<file path="config.mk">
export PLATFORM = sky130hd
export DESIGN_NAME = seed_health_monitor
export DESIGN_NICKNAME = d
export VERILOG_FILES = /design/src/rtl/seed_mon_pkg.sv /design/src/rtl/seed_sat_counter.sv /design/src/rtl/seed_mon_fsm.sv /design/src/rtl/seed_health_monitor.sv
export SDC_FILE = /design/constraint.sdc
export NUM_CORES = 1
export LEC_CHECK = 0
export CAP_MARGIN = 10
export CORE_MARGIN = 1
export CORE_UTILIZATION = 59
export DETAILED_ROUTE_END_ITERATION = 16
export PLACE_DENSITY = 0.9
export SLEW_MARGIN = 40
export SYNTH_ARGS = -nofsm -noshare
export SYNTH_HDL_FRONTEND = slang
export SYNTH_SLANG_ARGS = --single-unit
export TNS_END_PERCENT = 20
</file>
<file path="constraint.sdc">
create_clock -name clk -period 5.1 [get_ports clk]
set_input_delay 1.02 -clock clk [delete_from_list [all_inputs] [get_ports clk]]
set_output_delay 1.02 -clock clk [all_outputs]
set_load 0.03 [all_outputs]
</file>
<file path="src/rtl/seed_mon_pkg.sv">
package seed_mon_pkg;
    typedef enum logic [1:0] {
        ST_OFF   = 2'd0,
        ST_PRIME = 2'd1,
        ST_TRACK = 2'd2,
        ST_FAULT = 2'd3
    } mon_state_e;
endpackage

</file>
<file path="src/rtl/seed_sat_counter.sv">
module seed_sat_counter #(
    parameter int LIMIT       = 64,
    parameter int RESTART_VAL = 1
) (
    input  logic clk,
    input  logic rst_n,
    input  logic clr,
    input  logic step,
    input  logic restart,
    output logic over_nx
);
    localparam int W = $clog2(LIMIT + 2);
    localparam logic [W-1:0] SAT_VAL = W'(LIMIT + 1);
    localparam logic [W-1:0] LIM_VAL = W'(LIMIT);
    localparam logic [W-1:0] RST_VAL = W'(RESTART_VAL);

    logic [W-1:0] cnt_q, cnt_d;

    always_comb begin
        cnt_d = cnt_q;
        if (clr)
            cnt_d = '0;
        else if (step) begin
            if (restart)
                cnt_d = RST_VAL;
            else if (cnt_q != SAT_VAL)
                cnt_d = cnt_q + 1'b1;
        end
    end

    always_ff @(posedge clk) begin
        if (!rst_n)
            cnt_q <= '0;
        else
            cnt_q <= cnt_d;
    end

    assign over_nx = (cnt_d > LIM_VAL);
endmodule

</file>
<file path="src/rtl/seed_mon_fsm.sv">
module seed_mon_fsm
    import seed_mon_pkg::*;
(
    input  logic clk,
    input  logic rst_n,
    input  logic enable,
    input  logic take,
    input  logic fault_nx,
    input  logic flag_clr,
    output logic have_prev,
    output logic err_level,
    output logic err_pulse,
    output logic err_flag
);
    mon_state_e state_q, state_d;
    logic       pulse_q, flag_q;
    logic       entering_fault;

    always_comb begin
        state_d = state_q;
        if (!enable)
            state_d = ST_OFF;
        else begin
            unique case (state_q)
                ST_OFF, ST_PRIME: state_d = take ? ST_TRACK : ST_PRIME;
                ST_TRACK:         state_d = (take && fault_nx)  ? ST_FAULT : ST_TRACK;
                ST_FAULT:         state_d = (take && !fault_nx) ? ST_TRACK : ST_FAULT;
                default:          state_d = ST_OFF;
            endcase
        end
    end

    always_ff @(posedge clk) begin
        if (!rst_n)
            state_q <= ST_OFF;
        else
            state_q <= state_d;
    end

    assign entering_fault = (state_d == ST_FAULT) && (state_q != ST_FAULT);

    always_ff @(posedge clk) begin
        if (!rst_n) begin
            pulse_q <= 1'b0;
            flag_q  <= 1'b0;
        end else begin
            pulse_q <= entering_fault;
            if (entering_fault)
                flag_q <= 1'b1;
            else if (flag_clr)
                flag_q <= 1'b0;
        end
    end

    assign have_prev = (state_q == ST_TRACK) || (state_q == ST_FAULT);
    assign err_level = enable && (state_q == ST_FAULT);
    assign err_pulse = pulse_q;
    assign err_flag  = flag_q;
endmodule

</file>
<file path="src/rtl/seed_health_monitor.sv">
module seed_health_monitor #(
    parameter int RUN_LIMIT = 64,
    parameter int ALT_LIMIT = 32
) (
    input  logic clk,
    input  logic rst_n,
    input  logic enable,
    input  logic smp_stb,
    input  logic smp_bit,
    input  logic flag_clr,
    input  logic irq_en,
    output logic seed_err,
    output logic seed_err_pulse,
    output logic seed_err_flag,
    output logic irq
);
    logic take, prev_bit_q, same_bit, have_prev;
    logic run_over_nx, alt_over_nx;

    assign take     = enable && smp_stb;
    assign same_bit = (smp_bit == prev_bit_q);

    always_ff @(posedge clk) begin
        if (!rst_n)
            prev_bit_q <= 1'b0;
        else if (take)
            prev_bit_q <= smp_bit;
    end

    // identical-value run length, restarts at one on a change
    seed_sat_counter #(.LIMIT(RUN_LIMIT), .RESTART_VAL(1)) u_run (
        .clk     (clk),
        .rst_n   (rst_n),
        .clr     (!enable),
        .step    (take),
        .restart (!have_prev || !same_bit),
        .over_nx (run_over_nx)
    );

    // alternation count, restarts at zero on a repeated value
    seed_sat_counter #(.LIMIT(ALT_LIMIT), .RESTART_VAL(0)) u_alt (
        .clk     (clk),
        .rst_n   (rst_n),
        .clr     (!enable),
        .step    (take),
        .restart (!have_prev || same_bit),
        .over_nx (alt_over_nx)
    );

    seed_mon_fsm u_fsm (
        .clk       (clk),
        .rst_n     (rst_n),
        .enable    (enable),
        .take      (take),
        .fault_nx  (run_over_nx || alt_over_nx),
        .flag_clr  (flag_clr),
        .have_prev (have_prev),
        .err_level (seed_err),
        .err_pulse (seed_err_pulse),
        .err_flag  (seed_err_flag)
    );

    assign irq = seed_err_flag && irq_en;
endmodule

</file>
==> results of run 1 <==
## worst reg2reg max path: stages, from the launching register on
cell and delay (ns):
sky130_fd_sc_hd__dfxtp_1 0.48, sky130_fd_sc_hd__ha_1 0.18, sky130_fd_sc_hd__and4bb_1 0.23, sky130_fd_sc_hd__nand2_2 0.10
sky130_fd_sc_hd__mux2_4 0.32, sky130_fd_sc_hd__o221ai_2 0.15, sky130_fd_sc_hd__a41oi_1 0.17, sky130_fd_sc_hd__a21oi_2 0.20
sky130_fd_sc_hd__o32ai_1 0.11
## Yosys cell counts
cell type	n
sky130_fd_sc_hd__nor3b_1	1
sky130_fd_sc_hd__and2_1	3
sky130_fd_sc_hd__nor4b_2	1
sky130_fd_sc_hd__a21oi_2	1
sky130_fd_sc_hd__buf_6	1
sky130_fd_sc_hd__nand4_1	6
sky130_fd_sc_hd__o22ai_1	1
sky130_fd_sc_hd__o221ai_1	1
sky130_fd_sc_hd__o21a_1	1
sky130_fd_sc_hd__and4bb_1	1
sky130_fd_sc_hd__ha_1	4
sky130_fd_sc_hd__and3_1	5
sky130_fd_sc_hd__a31oi_1	2
sky130_fd_sc_hd__a211oi_1	1
sky130_fd_sc_hd__nor3_2	1
sky130_fd_sc_hd__mux2_4	1
sky130_fd_sc_hd__a41oi_1	2
sky130_fd_sc_hd__a21oi_1	8
sky130_fd_sc_hd__o31ai_1	2
sky130_fd_sc_hd__xnor2_2	1
sky130_fd_sc_hd__nand2_1	9
sky130_fd_sc_hd__nand2b_4	1
sky130_fd_sc_hd__a311oi_1	1
sky130_fd_sc_hd__nor2_1	15
sky130_fd_sc_hd__buf_2	1
sky130_fd_sc_hd__o32ai_1	1
sky130_fd_sc_hd__mux2_2	2
sky130_fd_sc_hd__a22oi_2	1
sky130_fd_sc_hd__nor2b_2	1
sky130_fd_sc_hd__o21ai_0	2
sky130_fd_sc_hd__nand3_1	5
sky130_fd_sc_hd__inv_1	5
sky130_fd_sc_hd__nand3b_1	1
sky130_fd_sc_hd__a21o_1	3
sky130_fd_sc_hd__xor2_1	5
sky130_fd_sc_hd__nor2b_1	3
sky130_fd_sc_hd__xnor2_1	1
sky130_fd_sc_hd__a21o_2	1
sky130_fd_sc_hd__nand2_2	2
sky130_fd_sc_hd__o221ai_2	1
sky130_fd_sc_hd__a32oi_1	1
sky130_fd_sc_hd__buf_4	2
sky130_fd_sc_hd__dfxtp_1	18
sky130_fd_sc_hd__nor3_1	5
sky130_fd_sc_hd__clkbuf_1	2
## logic make-up (layout without fill, tap and decap cells)
kind of cell / after synthesis / after routing / share of synthesized area
AOI/OAI and AO/OA: 30 / 30 / 0.194
and+or+nand+nor: 60 / 60 / 0.296
DFF: 18 / 18 / 0.320
buffers and inverters: 11 / 19 / 0.0510
muxes: 3 / 3 / 0.0333
xor gates and xnor gates: 7 / 7 / 0.0610
adders and majority gates: 4 / 4 / 0.0444
## stage by stage
step                      hold slack, ns  power [W]  worst slack [ns]
after detailed placement           0.478   0.000174              1.54
after CTS                          0.501   0.000262              1.53
final                              0.498   0.000262              1.51
after global placement             0.475   0.000173              1.56
after global routing               0.521   0.000271              1.46
after floorplan                    0.440   0.000166              2.44
## state kept, by name, indices dropped and copies added, names as in the netlist
signal           cells
u_run.cnt_q          7
u_alt.cnt_q          6
u_fsm.state_q        2
prev_bit_q           1
u_fsm.err_flag       1
u_fsm.err_pulse      1
## metal layers
metal / global-route usage / routed length, um / vias to the layer above
li1: - / - / 501
met1: 0.370 / 1140 / 466
met2: 0.420 / 1150 / 52
met3: 0.0317 / 187 / 4
met4: 0.106 / 28 / 0
met5: 0 / 0 / -
## path summary, 6_finish.rpt
kind | depth (start not counted) | endpoint | slack [ns]
min | 1 | u_fsm.err_pulse | 0.50
max | 3 | seed_err | 1.51
min reg2reg | 1 | u_fsm.err_pulse | 0.50
max reg2reg | 8 | u_fsm.state_q[0] | 3.02
## layout make-up
class | count | area (sq um)
multi-input cells | 104 | 709
fillers | 142 | 513
flip-flops and latches | 18 | 360
repair buffers | 10 | 95.1
clock buffers | 4 | 36.3
well taps | 25 | 31.3
inverters | 5 | 18.8
## power breakdown
| part | leakage [nW] | total (W) | internal [W] | switching, W |
|---|---|---|---|---|
| Sequential | 0.146 | 0.000145 | 0.000142 | 0.00000277 |
| Clock | 0.0210 | 0.0000898 | 0.0000435 | 0.0000463 |
| Combinational | 0.305 | 0.0000269 | 0.0000112 | 0.0000157 |
==> run summary, run 1 <==
The tools report the count of pins on the block boundary as 11. By area the synthesized netlist is led by sky130_fd_sc_hd__dfxtp_1, sky130_fd_sc_hd__nor2_1, sky130_fd_sc_hd__ha_1, sky130_fd_sc_hd__xor2_1, sky130_fd_sc_hd__a21oi_1. The average wire per cell in the routed design is 15.1 um, and the number of buffers on the longest clock path is 2. TritonCTS built the clock tree.

The hold path startpoint was u_fsm.state_q[0]. The count of endpoints failing hold in the final timing report was 0. Setup repair after global routing left no endpoint under its margin. In the layout the commonest cells are sky130_fd_sc_hd__dfxtp_1, sky130_fd_sc_hd__nor2_1, sky130_fd_sc_hd__nand2_1, sky130_fd_sc_hd__clkdlybuf4s50_1, sky130_fd_sc_hd__a21oi_1. The delay of the slowest critical-path stage was 0.67 ns; the post-route core utilization was 0.709.

For the total DRC errors in the routed layout, the log shows 0. The number of warning messages in the yosys log was 0. Clock net sink count: 18. Entering global routing, the biggest net connects 25 pins. The first global-routing pass estimated 3.98 mm of wire. The portion of synthesized cell area occupied by the leading cell type came out at 0.320.

In this run the core area contains 15 standard-cell rows. The worst slew margin relative to its limit is 0.715. Count of nets left with antenna violations after detail routing: 0. The largest fanout on the critical path came out at 9.

IR analysis of the VDD net gives a maximum drop of 0.000192 V. The finished layout holds 166 standard cells, fillers aside. In this run the critical register-to-register path is launched from u_run.cnt_q[0]. After clock tree synthesis, the clock-pin slew on the worst setup and hold paths is 0.10 ns.

Across the run, the number of max-cap violations was 0. The analysis attributes to cell leakage a power of 0.471 nW. The biggest area contributor in the post-synthesis netlist is sky130_fd_sc_hd__dfxtp_1.

Tracing the worst setup path back leads to its startpoint at enable. The data required time at the worst endpoint was 4.08 ns; the max-slew violation count was 0. The net count of the finished layout is 153. For the post-route clock skew, the log shows 0.00813 ns. For this run the aggregate overflow at the end of global routing stands at 0. For the worst-skew pair, the clock arrives at the later sink with an insertion delay of 0.30 ns. STA classifies the critical path startpoint as an input port. The post-route minimum period was 3.59 ns. The cell count after synthesis was 133.

Traced cell by cell, the critical path runs through clkdlybuf4s50_1, and3_1, clkdlybuf4s50_1. The tools report the fmax as 0.279 GHz. The number of vias after detailed routing was 1023. The final estimated routing congestion in global placement came out at 0.862. The slowest stage of the critical path is the sky130_fd_sc_hd__clkdlybuf4s50_1 cell. The starting utilization of the core area is 0.639, and the post-synth net total is 144. The detailed router finished its first iteration with 45 violations. Buffer count from post-CTS setup fixing: 0. The area growth from synthesis to final layout came out at 11.0%. The arrival time reported for the critical path endpoint is 2.57 ns, and the die height is 45.7 um. The number of port buffers was 10. The commonest non-fill, non-tap cell in the layout was sky130_fd_sc_hd__dfxtp_1. The worst hold path belongs to the class flip-flop to flip-flop. The initial antenna violation count was 0; the slew at the pin closest to its max-slew limit was 0.428 ns. The post-route clock period utilization came out at 0.704.

The sequential cell area fraction in the yosys report was 0.320; the cts-stage hold buffer count was 0. The number of buffer and inverter stages on the critical path was 2. 0 antenna diodes ended up in the layout. Grouping stages by cell kind, the critical path spends the most delay in buffers and inverters. In this run, post-CTS repair resized a total of 0 instances.

After routing the design area is 1250 sq um. Placed cell area: 1220 sq um. The final sum of negative setup slack is 0 ns. The cell repeated most along the worst path was sky130_fd_sc_hd__clkdlybuf4s50_1. The worst setup path is of the input port to output pin kind.

The TritonCTS buffer count is 3. Setup violations remaining at the end of the flow were counted as 0. The logs give 1760 sq um for the area of the placeable core and 45 for the unique cell type count in the Yosys netlist. The capturing element type of the critical path is an output pin. The register bit count reported by yosys is 18, and the die footprint is 2090 sq um. The chip width was 45.7 um.

The run gives 4 as the number of detailed-route iterations in the first pass. The share of final-layout standard cells stronger than drive strength 1 was 0.135; the wire length reported by the detailed router was 2.51 mm. The synthesized netlist occupies a cell area of 1130 sq um. The wire-length estimate of the detail-placed layout is 1.73 mm. The number of H-tree levels is 1. The via-per-instance ratio works out to 6.16. A synthesized cell averages 8.48 sq um. The all-layer global routing usage was 0.267; the total instance count after detailed placement was 162. Dividing total power by cell area gives a power density of 209 nW/um^2.

The via count of the first global-routing pass is 864. Clock tree synthesis selected as its root buffer the cell sky130_fd_sc_hd__clkbuf_4. The run finished with clean final reports.
Note: power is estimated with default switching activity, not from simulation.
==> inputs of run 2 (changes only) <==
--- a/config.mk
+++ b/config.mk
@@ -7,9 +7,9 @@
 export LEC_CHECK = 0
 export CAP_MARGIN = 10
 export CORE_MARGIN = 1
-export CORE_UTILIZATION = 59
+export CORE_UTILIZATION = 55
 export DETAILED_ROUTE_END_ITERATION = 16
-export PLACE_DENSITY = 0.9
+export PLACE_DENSITY = 0.85
 export SLEW_MARGIN = 40
 export SYNTH_ARGS = -nofsm -noshare
 export SYNTH_HDL_FRONTEND = slang
==> constraint.sdc (replaced) <==
create_clock -name clk -period 3.6 [get_ports clk]
set_input_delay 0.72 -clock clk [delete_from_list [all_inputs] [get_ports clk]]
set_output_delay 0.72 -clock clk [all_outputs]
set_load 0.03 [all_outputs]
==> run 2 against run 1 <==
Net effect:
- highest routed layer unchanged
- worst setup slack lost 0.88 ns
- non-clock buffer count grew 1
- flip-flop and latch count is the same
- largest cell class unchanged
- critical path type unchanged
- via count shrank 1.9%
==> run summary, run 2 (same netlist as run 1, synthesis figures left out) <==
Fill cells in the final layout number 153. The starting utilization of the core area was 0.581. The total instance count after detailed placement is 165. The post-route worst hold slack is 0.500 ns, and the number of rows created at floorplan is 16. Post-CTS timing repair inserted 0 buffers for setup. The signal on the critical path passes through clkdlybuf4s50_1, and3_1, clkdlybuf4s50_1. Of all nets on the critical path, the largest fanout is 9. The run gives 1.73 mm as the final HPWL from detailed placement. The kind of cell with the highest combined delay along the critical path is buffers and inverters.

The post-route clock period utilization was 0.824; the clock-pin slew reported for the worst setup and hold paths after clock tree synthesis was 0.11 ns. Cell repeated most along the worst path: sky130_fd_sc_hd__clkdlybuf4s50_1. The worst register-to-register path has a setup slack of 1.54 ns. Using the TritonRoute via totals, the vias-per-cell ratio works out to 5.94. The total of endpoints with negative setup slack in the final report is 0.

Met3 global-route usage: 0.0577. The flow ran to the end, and the final reports show no timing, DRC or antenna violations. Dividing total power by cell area gives a power density of 293 nW/um^2. On the critical path, the stage with the largest delay is an instance of sky130_fd_sc_hd__clkdlybuf4s50_1. The worst setup path is launched from an input port. The count of pins on the block boundary is 11. The run gives 1004 as the number of vias after detailed routing. The number of buffers on the longest clock path was 2. For the leftover overflow at the end of global routing, the log shows 0. The number of stages on the worst setup path works out to 3. For the met1 track utilization from global routing, the log shows 0.329. u_run.cnt_q holds more flip-flops than any other register. The area growth from synthesis to layout is 12.3%.

The share of final-layout standard cells stronger than drive strength 1 was 0.134. In this run the horizontal extent of the chip is 47.3 um. The end point of the critical path is seed_err. The congestion estimate from routability-driven global placement came to 0.853. The type of the worst min-delay path was flip-flop to flip-flop. The run gives 0 as the cts-stage hold buffer count. The max-slew violation count was 0; the arrival time reported for the critical path endpoint was 2.24 ns. The first global-routing pass estimated 3.66 mm of wire.

Across the run, the number of max-cap violations was 0. The tools report the number of diodes as 0. The all-layer global routing usage is 0.234, and the number of H-tree levels is 1. Before antenna repair, the detailed router went through 4 iterations. The clock arrives with 0.000865 ns of skew. The floorplan step defined a core boundary enclosing 1940 sq um. The run gives 18 as the clock net sink count.

The commonest non-fill, non-tap cell in the layout was sky130_fd_sc_hd__dfxtp_1. In the layout the commonest cells are sky130_fd_sc_hd__dfxtp_1, sky130_fd_sc_hd__nor2_1, sky130_fd_sc_hd__clkdlybuf4s50_1, sky130_fd_sc_hd__nand2_1, sky130_fd_sc_hd__a21oi_1. TritonCTS built the clock tree. Final sum of negative setup slack: 0 ns.

The beginning of the critical path is enable. Capture point of the worst reg-to-reg path: u_fsm.state_q[0]. IR analysis of the VDD net gives a maximum drop of 0.000229 V. The count of cells along the worst register-to-register path came out at 8. The count of nets left with antenna violations after detail routing was 0; the area taken by flip-flops and latches was 360 sq um. In this run, post-CTS repair resized a total of 0 instances.

During placement, the flow inserted port buffers numbering 10. met2 is the most crowded layer. Excluding fillers, the count of instances in the completed layout stands at 169. The run gives 0.29 ns as the clock latency of the later-clocked register in the worst-skew pair. In the final design database the tool counted 154 nets.

The largest registers in the layout are u_run.cnt_q (7), u_alt.cnt_q (6), u_fsm.state_q (2). The global-route track usage on met2 was 0.353. In the routed design, unresolved DRC markers number 0. For this run, the top clock speed supported by timing is 0.337 GHz. Summed over all cells, the static leakage comes to 0.476 nW. The pin count of the biggest net entering global routing was 17; the delay of the slowest critical-path stage was 0.66 ns. The die footprint is 2230 sq um, and the number of DRC markers in iteration 0 is 27. Slew at the pin closest to its max-slew limit: 0.528 ns. The initial antenna violation count was 0. In the final routed layout, each cell accounts on average for 13.8 um. TritonCTS created 3 clock buffers. In this run the critical register-to-register path is launched from u_run.cnt_q[0]. The data required time at the worst endpoint was 2.88 ns; the worst slew margin relative to its limit was 0.647.

Setup repair after global routing left no endpoint under its margin. The root cell of the clock tree is sky130_fd_sc_hd__clkbuf_4. The number of flip-flops under the largest register name is 7.

The run gives 2.32 mm as the wire length reported by the detailed router. Kind of critical path: input port to output pin. The post-route minimum period was 2.96 ns. The number of buffer and inverter stages on the critical path was 2.

The via count of the first global-routing pass was 829; the die height was 47.3 um. The post-route core utilization came out at 0.652. Summing all multi-input logic gate instances after layout gives 709 sq um. The capturing element type of the critical path is an output pin. The count of endpoints failing hold in the final timing report is 0.
run 2: cell types whose count changed in the layout (fill, tap and decap cells not counted):
cell / delta
sky130_fd_sc_hd__buf_4: +1
sky130_fd_sc_hd__clkdlybuf4s50_1: +1
sky130_fd_sc_hd__buf_2: -1
run 2: worst min-delay path: cells and delay by family (launching register included):
| family | cells | cell delay (ns) |
|---|---|---|
| flip-flops | 1 | 0.35 |
| AND/OR/NAND/NOR | 1 | 0.06 |
| AO/OA/AOI/OAI | 1 | 0.05 |
run 2: area by class of cell:
cell class | instances | area share
Tap cell | 27 | 0.0267
Inverter | 5 | 0.0148
Clock buffer | 4 | 0.0287
Timing Repair Buffer | 11 | 0.0850
Sequential cell | 18 | 0.285
Multi-Input combinational cell | 104 | 0.560
run 2: through the flow:
stage                     power [W]  cell area (sq um)  setup slack (ns)
after CTS                  0.000371               1270             0.635
after floorplan            0.000236               1130              1.54
after global placement     0.000246               1230             0.661
after global routing       0.000385               1270             0.553
final                      0.000372               1270             0.635
after detailed placement   0.000247               1230             0.647
run 2: worst min-delay path by stage:
| stage | start | to | slack (ns) | cells past startpoint |
|---|---|---|---|---|
| floorplan | u_fsm.state_q[0] | u_fsm.err_pulse | 0.44 | 1 |
| global placement | u_fsm.state_q[0] | u_fsm.err_pulse | 0.48 | 1 |
| detailed placement | u_fsm.state_q[0] | u_fsm.err_pulse | 0.47 | 1 |
| CTS | prev_bit_q | prev_bit_q | 0.50 | 2 |
| global route | prev_bit_q | prev_bit_q | 0.52 | 2 |
| finish | prev_bit_q | prev_bit_q | 0.50 | 2 |
run 2: power by group:
| part | switching, W | internal (W) | total [W] |
|---|---|---|---|
| registers | 0.00000375 | 0.000201 | 0.000205 |
| logic | 0.0000212 | 0.0000171 | 0.0000382 |
| clock network | 0.0000667 | 0.0000616 | 0.000128 |
run 2: per-layer routing:
metal | wire length [um] | part of all wire
met5 | 0 | 0
met4 | 24 | 0.010
met3 | 160 | 0.069
met2 | 1120 | 0.48
met1 | 1020 | 0.44
==> inputs of run 3 (changes only) <==
--- a/config.mk
+++ b/config.mk
@@ -7,9 +7,9 @@
 export LEC_CHECK = 0
 export CAP_MARGIN = 10
 export CORE_MARGIN = 1
-export CORE_UTILIZATION = 55
+export CORE_UTILIZATION = 50
 export DETAILED_ROUTE_END_ITERATION = 16
-export PLACE_DENSITY = 0.85
+export PLACE_DENSITY = 0.82
 export SLEW_MARGIN = 40
 export SYNTH_ARGS = -nofsm -noshare
 export SYNTH_HDL_FRONTEND = slang
==> constraint.sdc (replaced) <==
create_clock -name clk -period 2.5 [get_ports clk]
set_input_delay 0.5 -clock clk [delete_from_list [all_inputs] [get_ports clk]]
set_output_delay 0.5 -clock clk [all_outputs]
set_load 0.03 [all_outputs]
==> run 3 against run 2 <==
Net effect:
- utilization down 2.6 points
- power up 47%
- critical endpoint is now u_fsm.state_q[0]
- first-iteration DRC count up 100%
- count of clock-buffer cells in the layout unchanged
- clock skew up 0.0011 ns
- die area up 9.6%
- combinational power up 56%
- hold slack worse by 0.0019 ns
- worst setup slack worse by 0.38 ns
- critical path depth up 5
- sequential power up 44%
- largest cell class unchanged
==> run summary, run 3 (same netlist as run 1, synthesis figures left out) <==
The slew at the pin closest to its max-slew limit works out to 0.426 ns. The tools report the hold path startpoint as u_fsm.state_q[0]. Clock tree synthesis found a total of 18 sinks. At the end of the flow, the number of nets in the layout was 156. The placed cell area is 1240 sq um. The via count of the first global-routing pass was 958. The via-per-instance ratio is 5.97.

The TritonCTS buffer count was 3; the number of buffers on the longest clock path was 2. TritonCTS built the clock tree. Chip width: 49.5 um. The flow ran to the end, and the final reports show no timing, DRC or antenna violations.

Setup violations remaining at the end of the flow were counted as 0. In this run the remaining antenna-violating nets after routing total 0. The later pin in the worst-skew pair is clocked with a latency of 0.31 ns. Summing all multi-input logic gate instances after layout gives 709 sq um. After clock tree synthesis, the flow added hold-fix buffers numbering 0.

The register with the most flip-flops in the layout has 7 of them. The startpoint identified for the worst register-to-register timing path is u_run.cnt_q[0]. Across the VDD grid, the largest voltage drop is 0.000398 V. The register with the most flip-flops was u_run.cnt_q. Derived from the worst setup path, the maximum achievable clock frequency is 0.445 GHz. The tools report the kind of start point of the critical path as an input port. The capture point of the worst reg-to-reg path was u_fsm.state_q[0]. Once detailed placement completed, the half-perimeter wirelength came to 1.83 mm. Dividing total power by cell area gives a power density of 426 nW/um^2. The tools report the final estimated routing congestion in global placement as 0.843.

For the number of DRC markers in iteration 0, the log shows 55. The logs give 4.28 mm for the first-pass GRT wire length and 0 for the leftover overflow at the end of global routing. Entering global routing, the biggest net connects 12 pins. The run gives 0 as the max-slew violation count. The clock-pin slew reported for the worst setup and hold paths after clock tree synthesis was 0.11 ns; the number of gates resized after cts was 0. The count of pins on the block boundary is 11, and the wire length reported by the detailed router is 2.51 mm. Worst hold path stage count: 1. The post-route clock period utilization is 0.899. The count of buffers added on input and output ports is 10. The tools report the count of endpoints failing hold in the final timing report as 0. The number of diodes is 0, and the buffer count from post-CTS setup fixing is 0. The path with the worst hold slack has its endpoint at u_fsm.err_pulse. The worst slew margin relative to its limit was 0.715; the leakage component of the power was 0.488 nW. The top cell types in the final layout, fill and taps aside, are sky130_fd_sc_hd__dfxtp_1, sky130_fd_sc_hd__nor2_1, sky130_fd_sc_hd__nand2_1, sky130_fd_sc_hd__clkdlybuf4s50_1, sky130_fd_sc_hd__a21oi_1.

Setup repair after global routing left no endpoint under its margin. The logs give 1 for the number of H-tree levels and 2.69 ns for the data required time at the worst endpoint. The worst register-to-register path has a depth of 8. The area growth from synthesis to final layout is 13.4%, and the area taken by flip-flops and latches is 360 sq um. The die is 49.5 um tall. After routing the design area is 1280 sq um. The beginning of the critical path was smp_stb. The run gives 176 as the number of fill cells.

The run gives 0.00200 ns as the post-route clock skew. After floorplanning, the core was divided into 16 placement rows. Starting utilization of the core area: 0.552. The type of the worst min-delay path was flip-flop to flip-flop. The cell sitting at the root of the clock tree is a sky130_fd_sc_hd__clkbuf_4. The floorplan step defined a die boundary enclosing 2450 sq um. The total power draw is 0.000544 W, and the area of the placeable core is 2040 sq um. The capturing element type of the critical path was a flip-flop. Summing over every cut layer, the via total after detailed routing is 1021.

The tools report the number of max-cap violations as 0. The post-route core utilization is 0.626. The largest registers in the layout are u_run.cnt_q (7), u_alt.cnt_q (6), u_fsm.state_q (2). The pre-antenna-repair detailed-routing pass consisted of 6 iterations.

The tools report the all-layer global routing usage as 0.231. Largest fanout on the critical path: 11. Kind of critical path: input port to flip-flop. The initial antenna violation count is 0, and the share of final-layout standard cells stronger than drive strength 1 is 0.153.

In the final routed layout, each cell accounts on average for 14.7 um. Leaving out fill and tap cells, the most frequent cell in the layout is sky130_fd_sc_hd__dfxtp_1. The logs give 2.44 ns for the arrival time reported for the critical path endpoint and 0.36 ns for the internal reg-to-reg setup slack.

For this run, design rule violations remaining after detail routing come to 0. Counting I/O delays and the setup requirement, the final critical path takes 2.25 ns.
-- run 3: worst max-delay path, cell delays in order --
cell and delay, ns:
sky130_fd_sc_hd__clkdlybuf4s50_1 0.72, sky130_fd_sc_hd__inv_1 0.23, sky130_fd_sc_hd__a41oi_1 0.21, sky130_fd_sc_hd__nor3_1 0.06, sky130_fd_sc_hd__a31oi_1 0.23, sky130_fd_sc_hd__a41oi_1 0.19
sky130_fd_sc_hd__a21oi_2 0.19, sky130_fd_sc_hd__o32ai_1 0.11
-- run 3: metrics by stage --
step	hold slack [ns]	instances	TNS [ns]	worst slack, ns
3_3_place_gp	0.474	167	-0.0281	-0.0281
5_1_grt	0.514	171	0	0.135
3_5_place_dp	0.476	167	-0.0744	-0.0522
6_report	0.498	171	0	0.253
2_1_floorplan	0.440	133	0	0.677
4_1_cts	0.494	171	0	0.267
-- run 3: final cells by class --
| type | instances | share of cell area |
|---|---|---|
| multi-input combinational | 104 | 0.555 |
| sequential | 18 | 0.282 |
| timing repair buffer | 13 | 0.0939 |
| clock buffer | 4 | 0.0284 |
| tap | 27 | 0.0264 |
| inverter | 5 | 0.0147 |
-- run 3: how the worst max path moves through the flow --
stage | to | slack, ns | cells after the start
after global routing | u_fsm.state_q[0] | 0.14 | 8
final | u_fsm.state_q[0] | 0.25 | 8
after CTS | irq | 0.27 | 3
after detailed placement | u_fsm.state_q[0] | -0.05 | 8
after floorplan | u_fsm.state_q[0] | 0.68 | 8
after global placement | u_fsm.state_q[0] | -0.03 | 8
-- run 3: metal layers --
| metal | global-route usage | vias up | wire length, um |
|---|---|---|---|
| met1 | 0.303 | 462 | 1140 |
| met4 | 0.0952 | 0 | 51 |
| met3 | 0.0463 | 7 | 150 |
| met2 | 0.370 | 43 | 1160 |
| met5 | 0 | - | 0 |
| li1 | - | 509 | - |
-- run 3: where the power goes --
part / leakage (nW) / switching, W / internal [W]
Combinational: 0.321 / 0.0000330 / 0.0000267
Sequential: 0.146 / 0.00000572 / 0.000290
Clock: 0.0210 / 0.000100 / 0.0000891
